**src/rtl/avd_pkg.sv**
```systemverilog
package avd_pkg;
   typedef enum logic [2:0] {
      ACT_NONE,
      ACT_SKIP,
      ACT_ALLOC,
      ACT_REINFORCE,
      ACT_RETRAIN
   } train_act_e;
endpackage

```
**src/rtl/avd_delta_check.sv**
```systemverilog
module avd_delta_check #(
   parameter int          W           = 32,
   parameter int unsigned DELTA_BOUND = 65536
) (
   input  logic [W-1:0] ea,
   input  logic [W-1:0] data,
   output logic [W-1:0] delta,
   output logic         in_range
);
   localparam logic [W-1:0] BOUND_V = W'(DELTA_BOUND);
   logic [W-1:0] mag;

   always_comb begin
      delta    = ea - data;
      mag      = delta[W-1] ? (~delta + W'(1)) : delta;
      in_range = (mag < BOUND_V) && !(delta[W-1] && mag[W-1]);
   end
endmodule

```
**src/rtl/avd_cam.sv**
```systemverilog
module avd_cam #(
   parameter int PC_W    = 32,
   parameter int ENTRIES = 16,
   localparam int IDX_W  = $clog2(ENTRIES)
) (
   input  logic              clk,
   input  logic              rst,
   input  logic [PC_W-1:0]   key,
   input  logic [PC_W-1:0]   tags [ENTRIES],
   input  logic [ENTRIES-1:0] valid,
   output logic              hit,
   output logic [IDX_W-1:0]  hit_idx
);
   logic [ENTRIES-1:0] hit_vec;

   for (genvar e = 0; e < ENTRIES; e++) begin : g_cmp
      assign hit_vec[e] = valid[e] && (tags[e] == key);
   end

   always_comb begin
      hit_idx = '0;
      for (int e = ENTRIES - 1; e >= 0; e--) begin
         if (hit_vec[e]) hit_idx = IDX_W'(e);
      end
   end
   assign hit = |hit_vec;


   unique_tag_chk: assert property (@(posedge clk) disable iff (rst)
      $onehot0(hit_vec));
endmodule

```
**src/rtl/avd_lru.sv**
```systemverilog
module avd_lru #(
   parameter int ENTRIES = 16,
   localparam int IDX_W  = $clog2(ENTRIES)
) (
   input  logic               clk,
   input  logic               rst,
   input  logic               touch,
   input  logic [IDX_W-1:0]   touch_idx,
   input  logic [ENTRIES-1:0] valid,
   output logic [IDX_W-1:0]   victim
);
   localparam logic [IDX_W-1:0] OLDEST = IDX_W'(ENTRIES - 1);
   logic [IDX_W-1:0] age_q [ENTRIES];

   always_ff @(posedge clk) begin
      if (rst) begin
         for (int e = 0; e < ENTRIES; e++) age_q[e] <= IDX_W'(e);
      end else if (touch) begin
         for (int e = 0; e < ENTRIES; e++) begin
            if (IDX_W'(e) == touch_idx)          age_q[e] <= '0;
            else if (age_q[e] < age_q[touch_idx]) age_q[e] <= age_q[e] + IDX_W'(1);
         end
      end
   end

   always_comb begin
      logic found;
      found  = 1'b0;
      victim = '0;
      for (int e = 0; e < ENTRIES; e++) begin
         if (!found && !valid[e]) begin
            victim = IDX_W'(e);
            found  = 1'b1;
         end
      end
      if (!found) begin
         for (int e = 0; e < ENTRIES; e++) begin
            if (age_q[e] == OLDEST) victim = IDX_W'(e);
         end
      end
   end


   touch_young_chk: assert property (@(posedge clk) disable iff (rst)
      touch |=> age_q[$past(touch_idx)] == '0);

   empty_first_chk: assert property (@(posedge clk) disable iff (rst)
      !(&valid) |-> !valid[victim]);
endmodule

```
**src/rtl/avd_predictor.sv**
```systemverilog
module avd_predictor
   import avd_pkg::*;
#(
   parameter int          PC_W        = 32,
   parameter int          W           = 32,
   parameter int          ENTRIES     = 16,
   parameter int          CONF_W      = 2,
   parameter int unsigned DELTA_BOUND = 65536
) (
   input  logic            clk,
   input  logic            rst,
   input  logic            tr_valid,
   input  logic [PC_W-1:0] tr_pc,
   input  logic [W-1:0]    tr_ea,
   input  logic [W-1:0]    tr_data,
   input  logic [PC_W-1:0] lk_pc,
   input  logic [W-1:0]    lk_ea,
   input  logic            lk_miss,
   input  logic            lk_runahead,
   output logic            pred_valid,
   output logic [W-1:0]    pred_value
);
   localparam int IDX_W = $clog2(ENTRIES);
   localparam logic [CONF_W-1:0] CONF_MAX = {CONF_W{1'b1}};

   if (ENTRIES < 2 || (1 << IDX_W) != ENTRIES) begin : g_bad_entries
      $error("ENTRIES must be a power of two of at least 2");
   end
   if (CONF_W < 1) begin : g_bad_conf
      $error("CONF_W must be at least 1");
   end
   if (DELTA_BOUND == 0 || (W <= 32 && 64'(DELTA_BOUND) >= (64'(1) << (W - 1)))) begin : g_bad_bound
      $error("DELTA_BOUND must be nonzero and below 2**(W-1)");
   end

   logic [PC_W-1:0]    tag_q  [ENTRIES];
   logic [W-1:0]       dlt_q  [ENTRIES];
   logic [CONF_W-1:0]  conf_q [ENTRIES];
   logic [ENTRIES-1:0] vld_q;
   logic [ENTRIES*CONF_W-1:0] conf_flat;

   for (genvar e = 0; e < ENTRIES; e++) begin : g_flat
      assign conf_flat[e*CONF_W +: CONF_W] = conf_q[e];
   end

   // training side
   logic [W-1:0]     t_delta;
   logic             t_ok, t_hit;
   logic [IDX_W-1:0] t_idx, victim, wr_idx;
   train_act_e       act;
   logic             touch;

   avd_delta_check #(.W(W), .DELTA_BOUND(DELTA_BOUND)) u_dchk (
      .ea(tr_ea), .data(tr_data), .delta(t_delta), .in_range(t_ok));

   avd_cam #(.PC_W(PC_W), .ENTRIES(ENTRIES)) u_tcam (
      .clk(clk), .rst(rst), .key(tr_pc), .tags(tag_q), .valid(vld_q),
      .hit(t_hit), .hit_idx(t_idx));

   avd_lru #(.ENTRIES(ENTRIES)) u_lru (
      .clk(clk), .rst(rst), .touch(touch), .touch_idx(wr_idx),
      .valid(vld_q), .victim(victim));

   always_comb begin
      act = ACT_NONE;
      if (tr_valid) begin
         if (!t_ok)                      act = ACT_SKIP;
         else if (!t_hit)                act = ACT_ALLOC;
         else if (dlt_q[t_idx] == t_delta) act = ACT_REINFORCE;
         else                            act = ACT_RETRAIN;
      end
   end

   assign wr_idx = t_hit ? t_idx : victim;
   assign touch  = (act == ACT_ALLOC) || (act == ACT_REINFORCE) || (act == ACT_RETRAIN);

   always_ff @(posedge clk) begin
      if (rst) begin
         vld_q <= '0;
         for (int e = 0; e < ENTRIES; e++) conf_q[e] <= '0;
      end else if (touch) begin
         for (int e = 0; e < ENTRIES; e++) begin
            if (IDX_W'(e) == wr_idx) begin
               case (act)
                  ACT_ALLOC: begin
                     vld_q[e]  <= 1'b1;
                     tag_q[e]  <= tr_pc;
                     dlt_q[e]  <= t_delta;
                     conf_q[e] <= '0;
                  end
                  ACT_REINFORCE: begin
                     if (conf_q[e] != CONF_MAX) conf_q[e] <= conf_q[e] + CONF_W'(1);
                  end
                  ACT_RETRAIN: begin
                     dlt_q[e]  <= t_delta;
                     conf_q[e] <= '0;
                  end
                  default: ;
               endcase
            end
         end
      end
   end

   // lookup side: reads registered state, so same-cycle training is not seen
   logic             l_hit, l_conf_full;
   logic [IDX_W-1:0] l_idx;

   avd_cam #(.PC_W(PC_W), .ENTRIES(ENTRIES)) u_lcam (
      .clk(clk), .rst(rst), .key(lk_pc), .tags(tag_q), .valid(vld_q),
      .hit(l_hit), .hit_idx(l_idx));

   assign l_conf_full = (conf_q[l_idx] == CONF_MAX);
   assign pred_valid  = lk_miss && lk_runahead && l_hit && l_conf_full;
   assign pred_value  = lk_ea - dlt_q[l_idx];


   pred_gate_chk: assert property (@(posedge clk) disable iff (rst)
      pred_valid |-> (lk_miss && lk_runahead));

   skip_still_chk: assert property (@(posedge clk) disable iff (rst)
      (act == ACT_SKIP) |=> ($stable(vld_q) && $stable(conf_flat)));

   vld_keep_chk: assert property (@(posedge clk) disable iff (rst)
      $countones(vld_q) >= $past($countones(vld_q)));

   retrain_zero_chk: assert property (@(posedge clk) disable iff (rst)
      (act == ACT_RETRAIN) |=> (conf_q[$past(wr_idx)] == '0));

   alloc_set_chk: assert property (@(posedge clk) disable iff (rst)
      (act == ACT_ALLOC) |=> vld_q[$past(wr_idx)]);
endmodule

```
**config.mk**
```make
export PLATFORM = sky130hd
export DESIGN_NAME = avd_predictor
export DESIGN_NICKNAME = d
export VERILOG_FILES = /design/src/rtl/avd_pkg.sv /design/src/rtl/avd_delta_check.sv /design/src/rtl/avd_cam.sv /design/src/rtl/avd_lru.sv /design/src/rtl/avd_predictor.sv
export SDC_FILE = /design/constraint.sdc
export NUM_CORES = 2
export LEC_CHECK = 0
export BUFFER_PORTS_ARGS = -buffer_cell sky130_fd_sc_hd__buf_2
export CAP_MARGIN = 10
export CORE_ASPECT_RATIO = 1.5
export CORE_MARGIN = 1.5
export CORE_UTILIZATION = 45
export DETAILED_ROUTE_END_ITERATION = 12
export GPL_TIMING_DRIVEN = 0
export HOLD_SLACK_MARGIN = 0.05
export SLEW_MARGIN = 20
export SYNTH_ARGS = -nofsm -noshare
export SYNTH_HDL_FRONTEND = slang
export SYNTH_SLANG_ARGS = --single-unit
```
**constraint.sdc**
```tcl
create_clock -name clk -period 19.87 [get_ports clk]
set_input_delay 2.9805 -clock clk [delete_from_list [all_inputs] [get_ports clk]]
set_output_delay 2.9805 -clock clk [all_outputs]
set_load 0.01 [all_outputs]
```
Yosys cells after proc, flatten, opt, wreduce, memory -nomap -nowiden. Memory sizes are Yosys's and may differ from the RTL's. Index checks and enable logic that the tools add are counted.

Add/subtract/negate cells: 35. Multiply operators: 0. Divide/modulo/power cells: 0. $lt $le $gt $ge: 17. Eq/ne operators: 84. Shift-type cells: 0. Mux-type cells: 599. Bitwise operators: 98. Reductions and logical operators: 134.

Operators with widths (count): 32-bit == test (33); 32-bit 2-to-1 mux (32); 32-bit OR reduction (15); 4-bit 2-to-1 mux (105); 1-bit 2-to-1 mux (404); 2-bit 2-to-1 mux (50); 1-bit OR (96); 4-bit by 1-bit adder with 4-bit output (second input constant) (16); 4-bit == test (second input constant) (16); 4-bit less-than comparator (16); 4-bit AND reduction (16); 32-bit subtractor (2); 1-bit logical AND (52); 3-bit AND reduction (16); 2-bit by 1-bit adder with 2-bit output (second input constant) (16); 32-bit by 1-bit adder with 32-bit output (second input constant) (1); 4-bit == test (first input constant) (8); 32-bit by 17-bit less-than comparator with 1-bit output (second input constant) (1); 2-bit inequality test (second input constant) (16); 32-bit inverter (1); 16-bit OR reduction (2); 1-bit logical NOT (30); 3-bit 2-to-1 mux (8); 3-bit by 4-bit == test with 1-bit output (first input constant) (4); other kinds (8) (11).

Register bits after elaboration: 528. Bits in latches: 0. Bits in writable memories: 608. Bits in read-only memories: 0. Output and inout bits: 33. Memories kept: 3.

Memories: dlt_q (words 16, width 32, rd ports 2, clocked after memory_dff 0, wr ports 1, RTL line avd_predictor.sv:37) `logic [W-1:0] dlt_q [ENTRIES];`; u_lru.age_q (words 16, width 4, rd ports 17, clocked after memory_dff 0, wr ports 16, RTL line avd_lru.sv:13) `logic [IDX_W-1:0] age_q [ENTRIES];`; conf_q (words 16, width 2, rd ports 17, clocked after memory_dff 0, wr ports 16, RTL line avd_predictor.sv:38) `logic [CONF_W-1:0] conf_q [ENTRIES];`.

Logic depth before layout (Yosys ltp).
Depth after elaboration: 85. Mapped depth: 39. Depth with buffers taken out: 37.

By module. Synthesis repeated with hierarchy kept, for this count alone.

Cell total of the unflattened synthesis: 4747. Area, all modules: 64369.2 um2.

By module, submodules not included: avd_predictor (times used 1, cells an instance 2162, area an instance 43525.5 um2, sequential area each 32030.7 um2); avd_cam (times used 2, cells an instance 792, area an instance 6247.2 um2, sequential area each 0.0 um2); avd_lru (times used 1, cells an instance 597, area an instance 5771.8 um2, sequential area each 1921.8 um2); avd_delta_check (times used 1, cells an instance 404, area an instance 2577.5 um2, sequential area each 0.0 um2).

Worst setup path before layout. Ideal clock, no wire load.

Kind: input -> output. From: input port lk_pc[10]. To: output port pred_value[30]. Arrival time: 10308 ps. Required time: 16889 ps. Setup slack: 6581 ps. Stages on the path: 37. Path buffers: 4. Path through: clkbuf_1 > clkbuf_1 > xor2_1 > nor4_1 > nand4_1 > nor4_1 > nand4_1 > nand2_1 > a21oi_1 > o211ai_1 > a21oi_1 > nor2_1 > clkbuf_1 > clkbuf_1 > mux4_2 > mux2i_1 > a21oi_1 > ha_1 > inv_1 > fa_1 > a21o_1 > a21oi_1 > o21ai_0 > a21oi_1 > nor2b_1 > o21a_1 > o31ai_1 > a21oi_1 > a211oi_1 > o31ai_1 > o21ai_0 > nor3_1 > o31a_1 > o21ai_0 > nand2b_1 > a21oi_1 > xnor2_1.

Longest elaborated chain between the ends: 20.

Ends and longest elaborated chain: from (decl) (RTL line avd_predictor.sv:16) `input logic [PC_W-1:0] lk_pc,`; 32-bit == test (RTL line avd_cam.sv:17) `assign hit_vec[e] = valid[e] && (tags[e] == key);`; 1-bit logical AND (RTL line avd_cam.sv:17); 4-bit 2-to-1 mux (15 in a row) (RTL line avd_cam.sv:23) `if (hit_vec[e]) hit_idx = IDX_W'(e);`; 4-bit 2-to-1 mux * (RTL line avd_cam.sv:23); memory read 16 x 32 bit *; 32-bit subtractor * (RTL line avd_predictor.sv:115) `assign pred_value = lk_ea - dlt_q[l_idx];`; to (decl) (RTL line avd_predictor.sv:21) `output logic [W-1:0] pred_value`.

Every way passes the cells marked *; elsewhere a longest branch is shown, timed or not.

Worst setup path in the final report.
From: input port lk_pc[5]. To: output port pred_value[31].

The elaborated chain is that of the path after synthesis.

==> impl_metrics.csv <==
group,metric,value,unit
status,status,"finished, final reports clean",
routing,dr.pass1.iters,6,
setup_path,arrival,15.05,ns
min_path,hold_path_class,"register to register",
clock_tree,post_cts.resized_instances,0,
grt,global_route.overflow_total,0,
floorplan,die_width,314.4,um
setup_path,timing.critical_path.max_delay_family,"compound AO/OA/AOI/OAI gates",
routing,drt-wirelength-per-cell,37.85,um
sta,hold_viol_final,0,
cells_and_area,layout.area.seq,0.03395,mm2
pwr,max-vdd-ir-drop,86.33,uV
grt,gr-usage-all-layers,38.76,%
cells_and_area,fin_nets,5964,
yosys,syn_avg_cell_area,12.35,um2
clock_tree,cts_made_buffers,112,
setup_path,critical_path_peak_fanout,10,
floorplan,starting_utilization_of_the_core_area,45.26,%
placed_design,gp_routability_congestion,1.015,
clock_tree,clockBufferDepth,3,
cells_and_area,layout-drive-gt1-share,15.62,%
setup_path,slowest_stage,"sky130_fd_sc_hd__buf_1",
setup_path,worst-endpoint-required,16.89,ns
clock_tree,cts_num_sinks,1136,
grt,grt_start_max_net_pins,31,
routing,postRouteAntennaNets,0,
yosys,synth.ff_latch_count,1136,
clock_tree,cts.reportedPaths.clkPinSlew,0.06,ns
yosys,synth.lib_cells_used.distinct,89,
cells_and_area,areaGrowthSynthToFinish,14.10,%
yosys,mappedNetlistArea,0.06545,mm2
sta,setup_viol,0,
floorplan,chipHeight,470.1,um
pwr,p_total,5.631,mW
sta,rsz_0062_raised_after_global_routing,"false",
floorplan,ioPinCount,198,
sta,worstMarginPinSlew,1.309,ns
yosys,synthDominantAreaCellType,"sky130_fd_sc_hd__edfxtp_1",
sta,worst_slew_margin_rel,12.50,%
sta,final_report_max_slew_violation_count,0,
yosys,synth.area.top_cells,"sky130_fd_sc_hd__edfxtp_1 (51%), sky130_fd_sc_hd__xor2_1 (9.1%), sky130_fd_sc_hd__xnor2_1 (6.0%), sky130_fd_sc_hd__mux4_2 (4.5%), sky130_fd_sc_hd__mux2i_1 (4.4%)",
job,drv_cap,0,
yosys,netlist.area_leader.share,51.38,%
sta,timing.fmax,0.05546,GHz
pwr,cellLeakagePower,25.85,nW
cells_and_area,layout.filler_cells,12720,
floorplan,floorplan.rows,171,
sta,timing.final.crit_period,18.03,ns
cells_and_area,area_used_by_multi_input_combinational_logic,0.02999,mm2
pwr,cell_pwr_density,75.39,mW/mm2
setup_path,cpPeakStageDelay,0.95,ns
clock_tree,clk_root_buffer_cell,"sky130_fd_sc_hd__clkbuf_16",
floorplan,core_region_area,0.1446,mm2
clock_tree,hold_buf_cts,0,
setup_path,r2r-start,"vld_q[9]",
yosys,synth_ff_type,"sky130_fd_sc_hd__edfxtp_1",
yosys,syn-num-nets,5595,
setup_path,critical_path_class,"input port to output pin",
routing,num_vias,50230,
routing,drc_errors,0,
placed_design,io_buffer_count,165,
setup_path,critical_path.startpoint_type,"input port",
yosys,synthesis.instances,5302,
setup_path,setup.worst_path.end_class,"output pin",
clock_tree,clk-insertion-delay-late,0.81,ns
min_path,hold_start,"conf_q[11][0]",
clock_tree,htreeDepth,3,
setup_path,timing.critical_path.buf_inv,6,
yosys,yosysSeqAreaShare,51.87,%
grt,antenna_violations_before_repair,11,
sta,setup-tns-final,0,ns
routing,drt_first_iter_violations,5570,
placed_design,dp.final_hpwl,209300,um
sta,final.period_utilization,90.74,%
clock_tree,postCtsSetupBuffers,0,
routing,vias_per_cell,6.540,
routing,totalWireLength,290700,um
yosys,synthesis.yosys.warnings,0,
floorplan,design.die.area,0.1478,mm2
sta,clock-skew-final,0.06353,ns
setup_path,crit_path_start,"lk_pc[5]",
clock_tree,cts_tree,"done",
setup_path,crit_path_frequent_cell,"sky130_fd_sc_hd__o21ai_0",
grt,grt_pass1_wl,392700,um
grt,first_global_vias,50230,
yosys,synth-async-reset-ratio,0,%
yosys,synth_edf_count,1120,
==> routing by layer <==
metal	GRT usage, %	part of all wire (%)	vias up
met5	0	0.0093	-
li1	-	-	20740
met3	7.416	8.6	1267
met2	64.79	48	3322
met1	40.21	32	24900
met4	37.84	12	4
==> metrics by stage <==
step                util, %  instances  hold WS [ns]  instance area, um2  setup slack [ns]
finish                51.64       7681        0.6096               74690             1.840
global route          51.62       7672        0.6283               74660             1.356
floorplan                 -       5302        0.5104               65450             6.581
CTS                   51.62       7672        0.6071               74660             1.972
detailed placement    48.95       7460        0.5966               70800             2.017
global placement      47.47       7370        0.5855               68660         -0.002734
==> cell type report <==
cell class / instances / area share [%]
diodes: 9 / 0.03016
plain buffers: 287 / 2.049
clock buffers: 134 / 3.892
clock inverters: 78 / 1.270
inverters: 139 / 0.6986
multi-input cells: 3740 / 40.16
flip-flops and latches: 1136 / 45.46
well taps: 1903 / 3.188
repair buffers: 255 / 3.253
==> flip-flops by register name, indices dropped and copies added, names as in the netlist <==
register,cells
tag_q,512
dlt_q,512
u_lru.age_q,64
conf_q,32
vld_q,16
==> layout by cell type (no fill, tap or decap), types with 130 or more instances in the layout <==
| master | n |
|---|---|
| sky130_fd_sc_hd__xor2_1 | 676 |
| sky130_fd_sc_hd__nand4_1 | 162 |
| sky130_fd_sc_hd__xnor2_1 | 438 |
| sky130_fd_sc_hd__inv_1 | 138 |
| sky130_fd_sc_hd__edfxtp_1 | 1120 |
| sky130_fd_sc_hd__mux4_2 | 130 |
| sky130_fd_sc_hd__nand2_1 | 302 |
| sky130_fd_sc_hd__nand3_1 | 150 |
| sky130_fd_sc_hd__nor4_1 | 265 |
| sky130_fd_sc_hd__mux2i_1 | 290 |
| sky130_fd_sc_hd__buf_2 | 263 |
| sky130_fd_sc_hd__o21ai_0 | 134 |
==> worst paths after layout <==
kind                                       end  slack (ns)  cells past startpoint
worst max-delay path            pred_value[31]        1.84                     34
worst min-delay path             conf_q[11][0]        0.61                      1
worst max register to register   dlt_q[13][21]       10.93                     22
worst min register to register   conf_q[11][0]        0.61                      1
==> logic make-up after synthesis <==
logic type	share of synthesized area (%)
and+or+nand+nor	11.69
buffers and inverters	3.011
xor gates and xnor gates	15.13
DFF	51.87
adders and majority gates	2.669
muxes	9.734
AOI/OAI and AO/OA	5.895
==> synthesized netlist by cell type (126+ instances only) <==
cell type / count
sky130_fd_sc_hd__o21ai_0: 138
sky130_fd_sc_hd__nor4_1: 270
sky130_fd_sc_hd__clkbuf_1: 131
sky130_fd_sc_hd__mux2i_1: 290
sky130_fd_sc_hd__nand2_1: 302
sky130_fd_sc_hd__a21oi_1: 129
sky130_fd_sc_hd__xor2_1: 683
sky130_fd_sc_hd__edfxtp_1: 1120
sky130_fd_sc_hd__xnor2_1: 448
sky130_fd_sc_hd__inv_1: 138
sky130_fd_sc_hd__ha_1: 126
sky130_fd_sc_hd__nand4_1: 162
sky130_fd_sc_hd__nand3_1: 150
sky130_fd_sc_hd__mux4_2: 130
sky130_fd_sc_hd__nor2_1: 155
==> power breakdown <==
| part | total [mW] | internal [mW] | switching [mW] |
|---|---|---|---|
| logic | 0.618 | 0.171 | 0.447 |
| registers | 2.71 | 2.70 | 0.0103 |
| clock network | 2.31 | 1.29 | 1.02 |
No activity file was read; power rests on OpenSTA's default activity.
